[config.mk]
export PLATFORM = sky130hd
export DESIGN_NAME = seg_capture
export DESIGN_NICKNAME = d
export VERILOG_FILES = /design/src/rtl/seg_capture_pkg.sv /design/src/rtl/seg_capture_ctrl.sv /design/src/rtl/seg_capture_map.sv /design/src/rtl/seg_capture_ram.sv /design/src/rtl/seg_capture.sv
export SDC_FILE = /design/constraint.sdc
export NUM_CORES = 1
export LEC_CHECK = 0
export ABC_AREA = 1
export CAP_MARGIN = 20
export CELL_PAD_IN_SITES_DETAIL_PLACEMENT = 1
export CELL_PAD_IN_SITES_GLOBAL_PLACEMENT = 1
export CORE_MARGIN = 2
export CORE_UTILIZATION = 51
export CTS_CLUSTER_SIZE = 10
export DETAILED_ROUTE_END_ITERATION = 16
export DONT_BUFFER_PORTS = 1
export PLACE_DENSITY_LB_ADDON = 0.15
export SETUP_SLACK_MARGIN = 0.3
export SYNTH_ARGS = -nofsm -noshare
export SYNTH_HDL_FRONTEND = slang
export SYNTH_SLANG_ARGS = --single-unit
[constraint.sdc]
create_clock -name clk -period 3.35 [get_ports clk]
set_input_delay 0.67 -clock clk [delete_from_list [all_inputs] [get_ports clk]]
set_output_delay 0.67 -clock clk [all_outputs]
set_load 0.01 [all_outputs]
[src/rtl/seg_capture_pkg.sv]
package seg_capture_pkg;
  typedef enum logic [1:0] {
    ST_IDLE = 2'd0,
    ST_WAIT = 2'd1,
    ST_FILL = 2'd2
  } cap_state_t;
endpackage

[src/rtl/seg_capture_ctrl.sv]
module seg_capture_ctrl
  import seg_capture_pkg::*;
#(
  parameter int DEPTH = 64,
  localparam int AW = $clog2(DEPTH),
  localparam int SW = $clog2(AW + 1)
) (
  input  logic          clk,
  input  logic          rst,
  input  logic          arm,
  input  logic          trig,
  input  logic [SW-1:0] seg_log2,
  output logic          wr_en,
  output logic [AW-1:0] wr_seg,
  output logic [AW-1:0] wr_off,
  output logic [SW-1:0] cfg_q,
  output logic [AW:0]   seg_count,
  output logic          busy,
  output logic          done
);
  localparam logic [SW-1:0] AW_S = SW'(AW);
  localparam logic [AW:0]   DEPTH_V = (AW+1)'(DEPTH);

  cap_state_t    state_q;
  logic [AW-1:0] off_q;
  logic [AW:0]   count_q;
  logic          done_q;
  logic [AW:0]   len_v;
  logic [AW:0]   nseg_v;
  logic          cap;
  logic          last_off;
  logic [AW:0]   count_nx;

  always_comb begin
    len_v    = DEPTH_V >> cfg_q;
    nseg_v   = (AW+1)'(1) << cfg_q;
    cap      = (state_q == ST_FILL) || ((state_q == ST_WAIT) && trig);
    last_off = ({1'b0, off_q} == (len_v - (AW+1)'(1)));
    count_nx = count_q + (AW+1)'(1);
  end

  always_ff @(posedge clk) begin
    if (rst) begin
      state_q <= ST_IDLE;
      off_q   <= '0;
      count_q <= '0;
      done_q  <= 1'b0;
      cfg_q   <= '0;
    end else if (arm) begin
      cfg_q   <= (seg_log2 > AW_S) ? AW_S : seg_log2;
      off_q   <= '0;
      count_q <= '0;
      done_q  <= 1'b0;
      state_q <= ST_WAIT;
    end else if (cap) begin
      if (last_off) begin
        off_q   <= '0;
        count_q <= count_nx;
        if (count_nx == nseg_v) begin
          done_q  <= 1'b1;
          state_q <= ST_IDLE;
        end else begin
          state_q <= ST_WAIT;
        end
      end else begin
        off_q   <= off_q + AW'(1);
        state_q <= ST_FILL;
      end
    end
  end

  assign wr_en     = cap && !arm;
  assign wr_seg    = count_q[AW-1:0];
  assign wr_off    = off_q;
  assign seg_count = count_q;
  assign busy      = (state_q == ST_FILL);
  assign done      = done_q;
endmodule

[src/rtl/seg_capture_map.sv]
module seg_capture_map #(
  parameter int DEPTH = 64,
  localparam int AW = $clog2(DEPTH),
  localparam int SW = $clog2(AW + 1)
) (
  input  logic [SW-1:0] cfg,
  input  logic [AW-1:0] seg,
  input  logic [AW-1:0] off,
  output logic [AW-1:0] addr
);
  localparam logic [SW-1:0] AW_S = SW'(AW);
  localparam logic [AW:0]   DEPTH_V = (AW+1)'(DEPTH);

  logic [AW:0]   len_v;
  logic [AW-1:0] mask;
  logic [AW-1:0] base;

  always_comb begin
    len_v = DEPTH_V >> cfg;
    mask  = AW'(len_v - (AW+1)'(1));
    base  = seg << (AW_S - cfg);
    addr  = base | (off & mask);
  end
endmodule

[src/rtl/seg_capture_ram.sv]
module seg_capture_ram #(
  parameter int DEPTH = 64,
  parameter int DW    = 8,
  localparam int AW = $clog2(DEPTH)
) (
  input  logic          clk,
  input  logic          we,
  input  logic [AW-1:0] waddr,
  input  logic [DW-1:0] wdata,
  input  logic [AW-1:0] raddr,
  output logic [DW-1:0] rdata
);
  logic [DW-1:0] mem [DEPTH];

  always_ff @(posedge clk) begin
    if (we) mem[waddr] <= wdata;
    rdata <= mem[raddr];
  end
endmodule

[src/rtl/seg_capture.sv]
module seg_capture #(
  parameter int DEPTH = 64,
  parameter int DW    = 8,
  localparam int AW = $clog2(DEPTH),
  localparam int SW = $clog2(AW + 1)
) (
  input  logic          clk,
  input  logic          rst,
  input  logic          arm,
  input  logic          trig,
  input  logic [SW-1:0] seg_log2,
  input  logic [DW-1:0] probe,
  input  logic [AW-1:0] rd_seg,
  input  logic [AW-1:0] rd_off,
  output logic [DW-1:0] rd_data,
  output logic          busy,
  output logic          done,
  output logic [AW:0]   seg_count
);
  logic          wr_en;
  logic [AW-1:0] wr_seg;
  logic [AW-1:0] wr_off;
  logic [SW-1:0] cfg_q;
  logic [AW-1:0] addr_w [2];
  logic [AW-1:0] seg_in [2];
  logic [AW-1:0] off_in [2];

  seg_capture_ctrl #(.DEPTH(DEPTH)) ctrl_i (
    .clk(clk), .rst(rst), .arm(arm), .trig(trig), .seg_log2(seg_log2),
    .wr_en(wr_en), .wr_seg(wr_seg), .wr_off(wr_off), .cfg_q(cfg_q),
    .seg_count(seg_count), .busy(busy), .done(done)
  );

  assign seg_in[0] = wr_seg;
  assign off_in[0] = wr_off;
  assign seg_in[1] = rd_seg;
  assign off_in[1] = rd_off;

  for (genvar p = 0; p < 2; p++) begin : g_map
    seg_capture_map #(.DEPTH(DEPTH)) map_i (
      .cfg(cfg_q), .seg(seg_in[p]), .off(off_in[p]), .addr(addr_w[p])
    );
  end

  seg_capture_ram #(.DEPTH(DEPTH), .DW(DW)) ram_i (
    .clk(clk), .we(wr_en), .waddr(addr_w[0]), .wdata(probe),
    .raddr(addr_w[1]), .rdata(rd_data)
  );
endmodule

==> results.md, run 1 <==
- Core Region: between 40000 and 50000 µm²
- IO Count: 44
- CTS Hold Bufs: 0
- Crit path required time: between 3 and 4 ns
- Slew Limit Fails: 0
- Fin worst setup slack: about 0.37 ns
- Root buffer cell: clkbuf_16
- RSZ-0062 raised after global routing: yes
- Max-Cap Viols: 0
- Drt wl/cell: 24.40 µm
- Yosys Warn Count: 0
- Top cells by area, synth: edfxtp_1 63%, nand3_1 11%, nand2_1 5.9%
- Gpl congestion: ~0.85
- Rows: 80
- CTS Buffer Depth: 3
- Post-synth top flop: edfxtp_1
- Maximum vdd drop: just under 600 µV
- Clk_lat worst skew: roughly 0.63 ns
- Final net count: around 2400
- Share of flip-flops with an asynchronous set or reset: 0%
- Fin util: between 50 and 60%
- Die X-Extent: 223.4 µm
- Post-synth top area share: between 60% and 70%
- Synth unique cells: 29
- Flop pwr share: roughly half
- Leak: between 0.01 and 0.015 µW
- Initial detailed-routing violation count: 1525
- Switching pwr: roughly 3700 µW
- CTS tree: done
- GR Layer Usage met1: around two fifths
- Initial antenna violation count: 1
- Vias in the first global route: about 19000
- Final TNS setup: 0 ns
- Syn Inst Count: ~2300
- First-pass GRT wire length: about 110 mm
- Relative slew slack: a little over half
- CP endpoint kind: register
- Grt total ovfl: 0
- Vias per inst: ~5.8
- Final period utilization: approximately 90%
- Largest net degree at the start of global routing: between 150 and 200
- Vias: 17550
- Slew @ Worst Pin: 0.7093 ns
- CTS clk-pin slew, worst paths: 0.05 ns
- DRT antenna net count: 0
- # setup viols final: 0
- TritonRoute pass-1 iters: 5
- Post-route DRC violation count: 0
- Post-synth design cell area: between 20000 and 25000 µm²
- Internal cell power: ~11000 µW
- Met2 Usage GRT: roughly 51%
- Maximum clock rate: 336.0 MHz
- Pre-CTS setup slack: roughly 0.07 ns
- Skew final: 0.01972 ns
- EDFF count, synth: between 500 and 600
- Commonest non-fill, non-tap cells in the layout: 539 x nand3_1, 512 x edfxtp_1, 370 x nand2_1
- Port Buf Inserts: 0
- Num CTS Buffers: 61
- Outcome: finished clean
- Area Overhead vs Synth: 13.85%
- Logic pwr share: between 10% and 20%
- Ant diodes: 0
- Arrival time worst endpoint: 3.46 ns
- Layout fillers: about 5100
- Crit Path Max Fanout: 40
- FF-to-FF Start: ctrl_i.cfg_q[0]$_SDFFE_PP0P_
- # H-tree levels: 2
- Die Area: around 50000 µm²
- Met3 usage: 4.096%
- Critical path class: register to register
- Synth area leader: edfxtp_1
- R2R Setup Slk: 0.37 ns
- Initial core utilization: between 50% and 60%
- Clock Sinks: about 540
- Mapped Nets: 2365
- WHS: roughly 0.12 ns
- Hold Vio Cnt, Final: 0
- Detailed Place HPWL: between 40 and 50 mm
- Tmin final: just under 3 ns
- Layer with the highest usage: met2
- Share of layout cells above drive strength 1: 10.89%
- Syn avg cell area: 10.56 µm²
- Worst hold path class: input port to register
- Tot GR Track Use: 29.66%
- Clk pwr share: between 40% and 50%
- Synthesis-stage register bit count: about 540
- Register area share after synthesis: around two thirds
- Switch share: roughly a quarter
- Min-Delay Startpoint: rst
- Drt total wl: between 70 and 80 mm
- CP startpoint kind: register
- Pwr Density: 541.6 nW/µm²
- Crit. Startpoint: ctrl_i.cfg_q[0]$_SDFFE_PP0P_
- Commonest non-fill, non-tap cell in the layout: nand3_1
- Die H: 223.4 µm
-- metal layers --
metal	wire [µm]	part of all wire (%)	vias up
met1	30840	42	8782
li1	-	-	8030
met5	8	0.011	-
met4	2415	3.3	2
met3	4297	5.8	154
met2	36600	49	577
-- Yosys cell counts (11+ instances only) --
cell type and number:
clkbuf_1 11, buf_4 12, buf_2 114, nor2_1 97
nand3b_1 192, a21oi_1 19, ha_1 14, nand3_1 540
xor2_1 12, dfxtp_1 27, edfxtp_1 512, o21ai_0 17
nand2_1 387, inv_1 327
-- state kept, by name, indices dropped and copies added (netlist names) --
name              cells
ctrl_i.cfg_q          3
ctrl_i.done           1
ctrl_i.seg_count      7
ctrl_i.state_q        2
ctrl_i.wr_off         6
ram_i.mem           512
ram_i.rdata           8
-- cells by family after synthesis --
kind of cell,count (synthesis),share of synthesized area (%)
and+or+nand+nor,1236,24.84
DFF,539,64.85
buffers and inverters,470,7.953
AOI/OAI and AO/OA,50,1.111
xor gates and xnor gates,15,0.5353
adders and majority gates,14,0.7137
-- through the flow --
stage          power, µW  instances  area (µm²)
3_5_place_dp        9000       2908       25620
4_1_cts            15130       3029       27550
5_1_grt            15560       3039       27940
6_report           15130       3039       27940
2_1_floorplan       8520       2324       24540
3_3_place_gp        8963       2908       25620
-- worst max-delay path: stages, from the launching register on --
cell and delay (ns):
dfxtp_4 0.35, buf_4 0.18, ha_1 0.24, inv_1 0.07
nand2_1 0.07, nand2_4 0.20, inv_2 0.09, nor2_1 0.20
nor2_4 0.07, buf_12 0.14, clkbuf_16 0.21, nand3_1 0.11
nand3_1 0.16, nand3_1 0.20, nand3_1 0.21, nand3_1 0.19
nand2_1 0.10
-- area by class of cell --
cell class                 count  area, µm²  share of cell area, %
multi-input combinational   1316       6953                  24.88
inverter                     333       1254                  4.487
clock buffer                 113       1804                  6.457
timing repair buffer         120       1219                  4.362
sequential                   539      15920                  56.99
clock inverter                 3      17.52                0.06269
tap                          615      769.5                  2.754
-- repair_timing --
item | CTS | global route
endpoints found under the setup margin | 470 | 533
cloned | 2 | 2
hold endpoints to repair | 0 | 0
buffers inserted | 3 | 8
pin swaps | 1 | 7
resized for setup | 10 | 85
-- power by group through the flow --
| stage | clock [µW] | combinational, µW | sequential (µW) |
|---|---|---|---|
| floorplan | 0 | 924 | 7600 |
| global placement | 0 | 1360 | 7600 |
| detailed placement | 0 | 1400 | 7600 |
| CTS | 6240 | 1430 | 7460 |
| global route | 6480 | 1620 | 7460 |
| finish | 6160 | 1510 | 7460 |
-- final timing paths --
kind / end / cells after the start
worst max-delay path: ram_i.rdata[2]$_DFF_P_ / 16
worst min-delay path: ctrl_i.state_q[0]$_SDFFE_PP0P_ / 1
worst max register to register: ram_i.rdata[2]$_DFF_P_ / 16
worst min register to register: ctrl_i.done$_SDFFE_PP0P_ / 2
No activity file was read; power rests on OpenSTA's default activity.
==> inputs of run 2 (changes only) <==
--- a/config.mk
+++ b/config.mk
@@ -18,4 +18,5 @@
 export SETUP_SLACK_MARGIN = 0.3
 export SYNTH_ARGS = -nofsm -noshare
 export SYNTH_HDL_FRONTEND = slang
+export SYNTH_HIERARCHICAL = 1
 export SYNTH_SLANG_ARGS = --single-unit
==> run 2 against run 1 <==
Clock skew rose by 0.0059 ns. Maximum frequency is 0.89% lower. Clock-buffer cell count is 15 lower. Sequential share of layout area increased by 2.6 points. Register-to-register slack got worse by 0.03 ns. Design area shrank 4.5%. Synthesized cell count shrank 5.6%. First-iteration DRC count is 15% higher. Worst hold slack lost 0.011 ns. Clock power is 2% lower. Critical path type unchanged.
==> results.md, run 2 <==
- Outcome: finished clean (unchanged)
- Tot Pwr: 15150 µW (was 15130 µW)
- Final net count: 2298 (was 2412)
- Hold Vio Cnt, Final: 0 (unchanged)
- CP Cell Sequence: inv_4 > ha_1 > nand3_1 > o21ai_0 > buf_4 > inv_1 > nand4_1 > buf_4 > nor2_1 > buf_4 (was buf_4 > ha_1 > inv_1 > nand2_1 > nand2_4 > inv_2 > nor2_1 > nor2_4 > buf_12 > clkbuf_16 > nand3_1 > nand3_1 > nand3_1 > nand3_1 > nand3_1 > nand2_1)
- Drt total wl: 72.33 mm (was 74.17 mm)
- R2R Setup Slk: 0.35 ns (was 0.37 ns)
- Post-synth top cells: 762 x nand2_1, 512 x edfxtp_1, 492 x nand3_1, 102 x nor2_1, 58 x inv_1 (was 540 x nand3_1, 512 x edfxtp_1, 387 x nand2_1, 327 x inv_1, 192 x nand3b_1)
- Die H: 219.2 µm (was 223.4 µm)
- Leak: 0.009855 µW (was 0.01092 µW)
- Synthesis-stage register bit count: 539 (unchanged)
- Cell area after layout: 26700 µm² (was 27940 µm²)
- Cell count of the worst hold path: 1 (unchanged)
- Clock Sinks: 539 (unchanged)
- TritonRoute pass-1 iters: 8 (was 5)
- Ant diodes: 0 (unchanged)
- Maximum vdd drop: 418.9 µV (was 593.8 µV)
- Top cells by area, synth: edfxtp_1 65%, nand2_1 12%, nand3_1 10% (was edfxtp_1 63%, nand3_1 11%, nand2_1 5.9%)
- Clk_lat worst skew: 0.63 ns (about the same)
- Synth area leader: edfxtp_1 (unchanged)
- DRT antenna net count: 0 (unchanged)
- Hold Path End: ctrl_i/state_q[0]$_SDFFE_PP0P_ (was ctrl_i.state_q[0]$_SDFFE_PP0P_)
- Grt total ovfl: 0 (unchanged)
- Port Buf Inserts: 0 (unchanged)
- Slew @ Worst Pin: 0.7068 ns (was 0.7093 ns)
- Arrival time worst endpoint: 3.33 ns (was 3.46 ns)
- Critical path class: register to register (unchanged)
- CP max stage delay: 0.45 ns (was 0.35 ns)
- Max-Cap Viols: 0 (unchanged)
- Commonest non-fill, non-tap cell in the layout: nand2_1 (was nand3_1)
- CP endpoint kind: register (unchanged)
- Die Area: 48050 µm² (was 49890 µm²)
- CTS Hold Bufs: 0 (unchanged)
- CP startpoint kind: register (unchanged)
- Initial detailed-routing violation count: 1761 (was 1525)
- Core Region: 45580 µm² (was 47650 µm²)
- Slew Limit Fails: 0 (unchanged)
- Max reg flops: 512 (unchanged)
- Synth unique cells: 34 (was 29)
- Relative slew slack: 52.83% (was 52.64%)
- Placed inst area: 24430 µm² (was 25620 µm²)
- IO Count: 44 (unchanged)
- Gpl congestion: 0.8421 (was 0.8537)
- RSZ-0062 raised after global routing: no (was yes)
- Drt wl/cell: 24.99 µm (was 24.40 µm)
- Crit Path Max Fanout: 15 (was 40)
- Vias per inst: 5.937 (was 5.773)
- Share of layout cells above drive strength 1: 11.20% (was 10.89%)
- Syn avg cell area: 10.76 µm² (was 10.56 µm²)
- CTS Buffer Depth: 3 (unchanged)
- Slowest-stage cell, CP: dfxtp_4 (unchanged)
- # H-tree levels: 2 (unchanged)
- Detailed Place HPWL: 41.41 mm (was 43.01 mm)
- Min-Delay Startpoint: rst (unchanged)
- EDFF count, synth: 512 (unchanged)
- Post-synth top flop: edfxtp_1 (unchanged)
- Post-route DRC violation count: 0 (unchanged)
- Top reg by flops: ram_i/mem (was ram_i.mem)
- FF-to-FF Start: ctrl_i/cfg_q[0]$_SDFFE_PP0P_ (was ctrl_i.cfg_q[0]$_SDFFE_PP0P_)
- Crit path required time: 3.67 ns (was 3.84 ns)
- Initial core utilization: 51.82% (was 51.51%)
- Syn Inst Count: 2195 (was 2324)
- R2R depth: 10 (was 16)
- Pwr Density: 567.5 nW/µm² (was 541.6 nW/µm²)
- Rows: 78 (was 80)
- Post-synth top area share: 65.10% (was 62.65%)
- Final period utilization: 89.63% (was 88.83%)
- Mapped Nets: 2239 (was 2365)
- CTS clk-pin slew, worst paths: 0.06 ns (was 0.05 ns)
- Commonest non-fill, non-tap cells in the layout: 762 x nand2_1, 512 x edfxtp_1, 490 x nand3_1 (was 539 x nand3_1, 512 x edfxtp_1, 370 x nand2_1)
- Tot GR Track Use: 29.55% (was 29.66%)
- Skew final: 0.02565 ns (was 0.01972 ns)
- Crit-path most repeated cell: buf_4 (was nand3_1)
- Register area share after synthesis: 67.39% (was 64.85%)
- Area Overhead vs Synth: 13.03% (was 13.85%)
- FF-to-FF End: ram_i/mem[10][1]$_DFFE_PP_ (was ram_i.rdata[2]$_DFF_P_)
- Vias: 17190 (was 17550)
- CTS tree: done (unchanged)
- Yosys Warn Count: 6 (was 0)
- Share of flip-flops with an asynchronous set or reset: 0% (unchanged)
- Die X-Extent: 219.2 µm (was 223.4 µm)
- Tmin final: 3.003 ns (was 2.976 ns)
- Largest net degree at the start of global routing: 118 (was 153)
- Post-synth design cell area: 23620 µm² (was 24540 µm²)
- Worst hold path class: input port to register (unchanged)
- Maximum clock rate: 333.0 MHz (was 336.0 MHz)
- First-pass GRT wire length: 105.7 mm (was 110.2 mm)
- Initial antenna violation count: 0 (was 1)
- Count leader, synth: nand2_1 (was nand3_1)
- Root buffer cell: clkbuf_16 (unchanged)
- Num CTS Buffers: 61 (unchanged)
- # setup viols final: 0 (unchanged)
- Vias in the first global route: 17700 (was 18630)
- Final TNS setup: 0 ns (unchanged)
[run 2: cell count changes in the layout (fill, tap and decap cells not counted), moves of 7 or more]
cell      change
xor2_1        -7
nor2_1       +14
inv_1       -269
a21oi_1      -10
nand2_2       -7
nand4_1      +12
clkbuf_1     -11
nand2_1     +392
nand3_1      -49
nor2_4       -11
nand3b_1    -191
buf_6        -11
buf_4        +10
[run 2: kinds of logic (layout without fill, tap and decap cells)]
logic type	after synthesis	in the layout	share of synthesized area, %
adder cells (fa/ha/maj)	17	17	0.9006
flip-flops	539	539	67.39
buffers and inverters	192	292	5.028
XOR/XNOR	10	10	0.4344
AO/OA/AOI/OAI	36	36	0.8158
AND/OR/NAND/NOR	1401	1401	25.43
[run 2: layout make-up]
type,instances,area [µm²]
fill,4811,18880
clock buffer,98,1697
multi-input combinational,1464,6734
clock inverter,6,60.06
inverter,66,272.8
tap,600,750.7
sequential,539,15920
timing repair buffer,122,1260
[run 2: report_power, final]
part / leakage, µW / switching [µW] / internal (µW)
clock: 0.000840 / 2600 / 3430
combinational: 0.00419 / 1140 / 479
sequential: 0.00482 / 80.5 / 7420
[run 2: routing by layer]
metal	share of wire, %	vias to the layer above	wire (µm)	global-route usage, %
li1	-	7689	-	-
met1	40	8739	29030	38.25
met2	50	621	35970	50.60
met3	6.6	138	4750	4.629
met4	3.6	0	2577	10.56
met5	0	-	0	0
[run 2: what timing repair did]
action | 4_1_cts | 5_1_grt
cloned | 1 | 6
buffers inserted | 6 | 7
setup endpoints to repair | 289 | 480
pin swaps | 2 | 5
gates resized for setup | 24 | 30
[run 2: worst max-delay path, delay by kind of cell, from the launching register on]
| family | cells | cell delay, ns |
|---|---|---|
| adders and majority gates | 1 | 0.40 |
| buffers and inverters | 5 | 1.10 |
| and+or+nand+nor | 3 | 0.64 |
| AOI/OAI and AO/OA | 1 | 0.12 |
| DFF | 1 | 0.45 |
[run 2: worst max path at each step]
stage                                 start                          to  slack, ns  cells past startpoint
6_report       ctrl_i/cfg_q[0]$_SDFFE_PP0P_  ram_i/mem[10][1]$_DFFE_PP_       0.35                     10
5_1_grt        ctrl_i/cfg_q[0]$_SDFFE_PP0P_      ram_i/rdata[5]$_DFF_P_       0.24                     15
4_1_cts        ctrl_i/cfg_q[0]$_SDFFE_PP0P_  ram_i/mem[50][6]$_DFFE_PP_       0.13                     10
3_5_place_dp   ctrl_i/cfg_q[0]$_SDFFE_PP0P_   ram_i/mem[9][4]$_DFFE_PP_      -0.01                     11
3_3_place_gp   ctrl_i/cfg_q[0]$_SDFFE_PP0P_   ram_i/mem[9][4]$_DFFE_PP_       0.10                     11
2_1_floorplan  ctrl_i/cfg_q[0]$_SDFFE_PP0P_  ram_i/mem[52][0]$_DFFE_PP_       0.32                     10
[run 2: stage by stage]
stage                     cells  setup slack, ns  utilization [%]  hold WS [ns]
after global routing       2895           0.2434            58.57       0.08131
final                      2895           0.3473            58.57        0.1089
after detailed placement   2771         -0.01104            53.60        0.4847
after floorplan            2195           0.3207                -        0.4516
after global placement     2771           0.1007            53.60        0.4676
after CTS                  2882           0.1285            57.82       0.08023
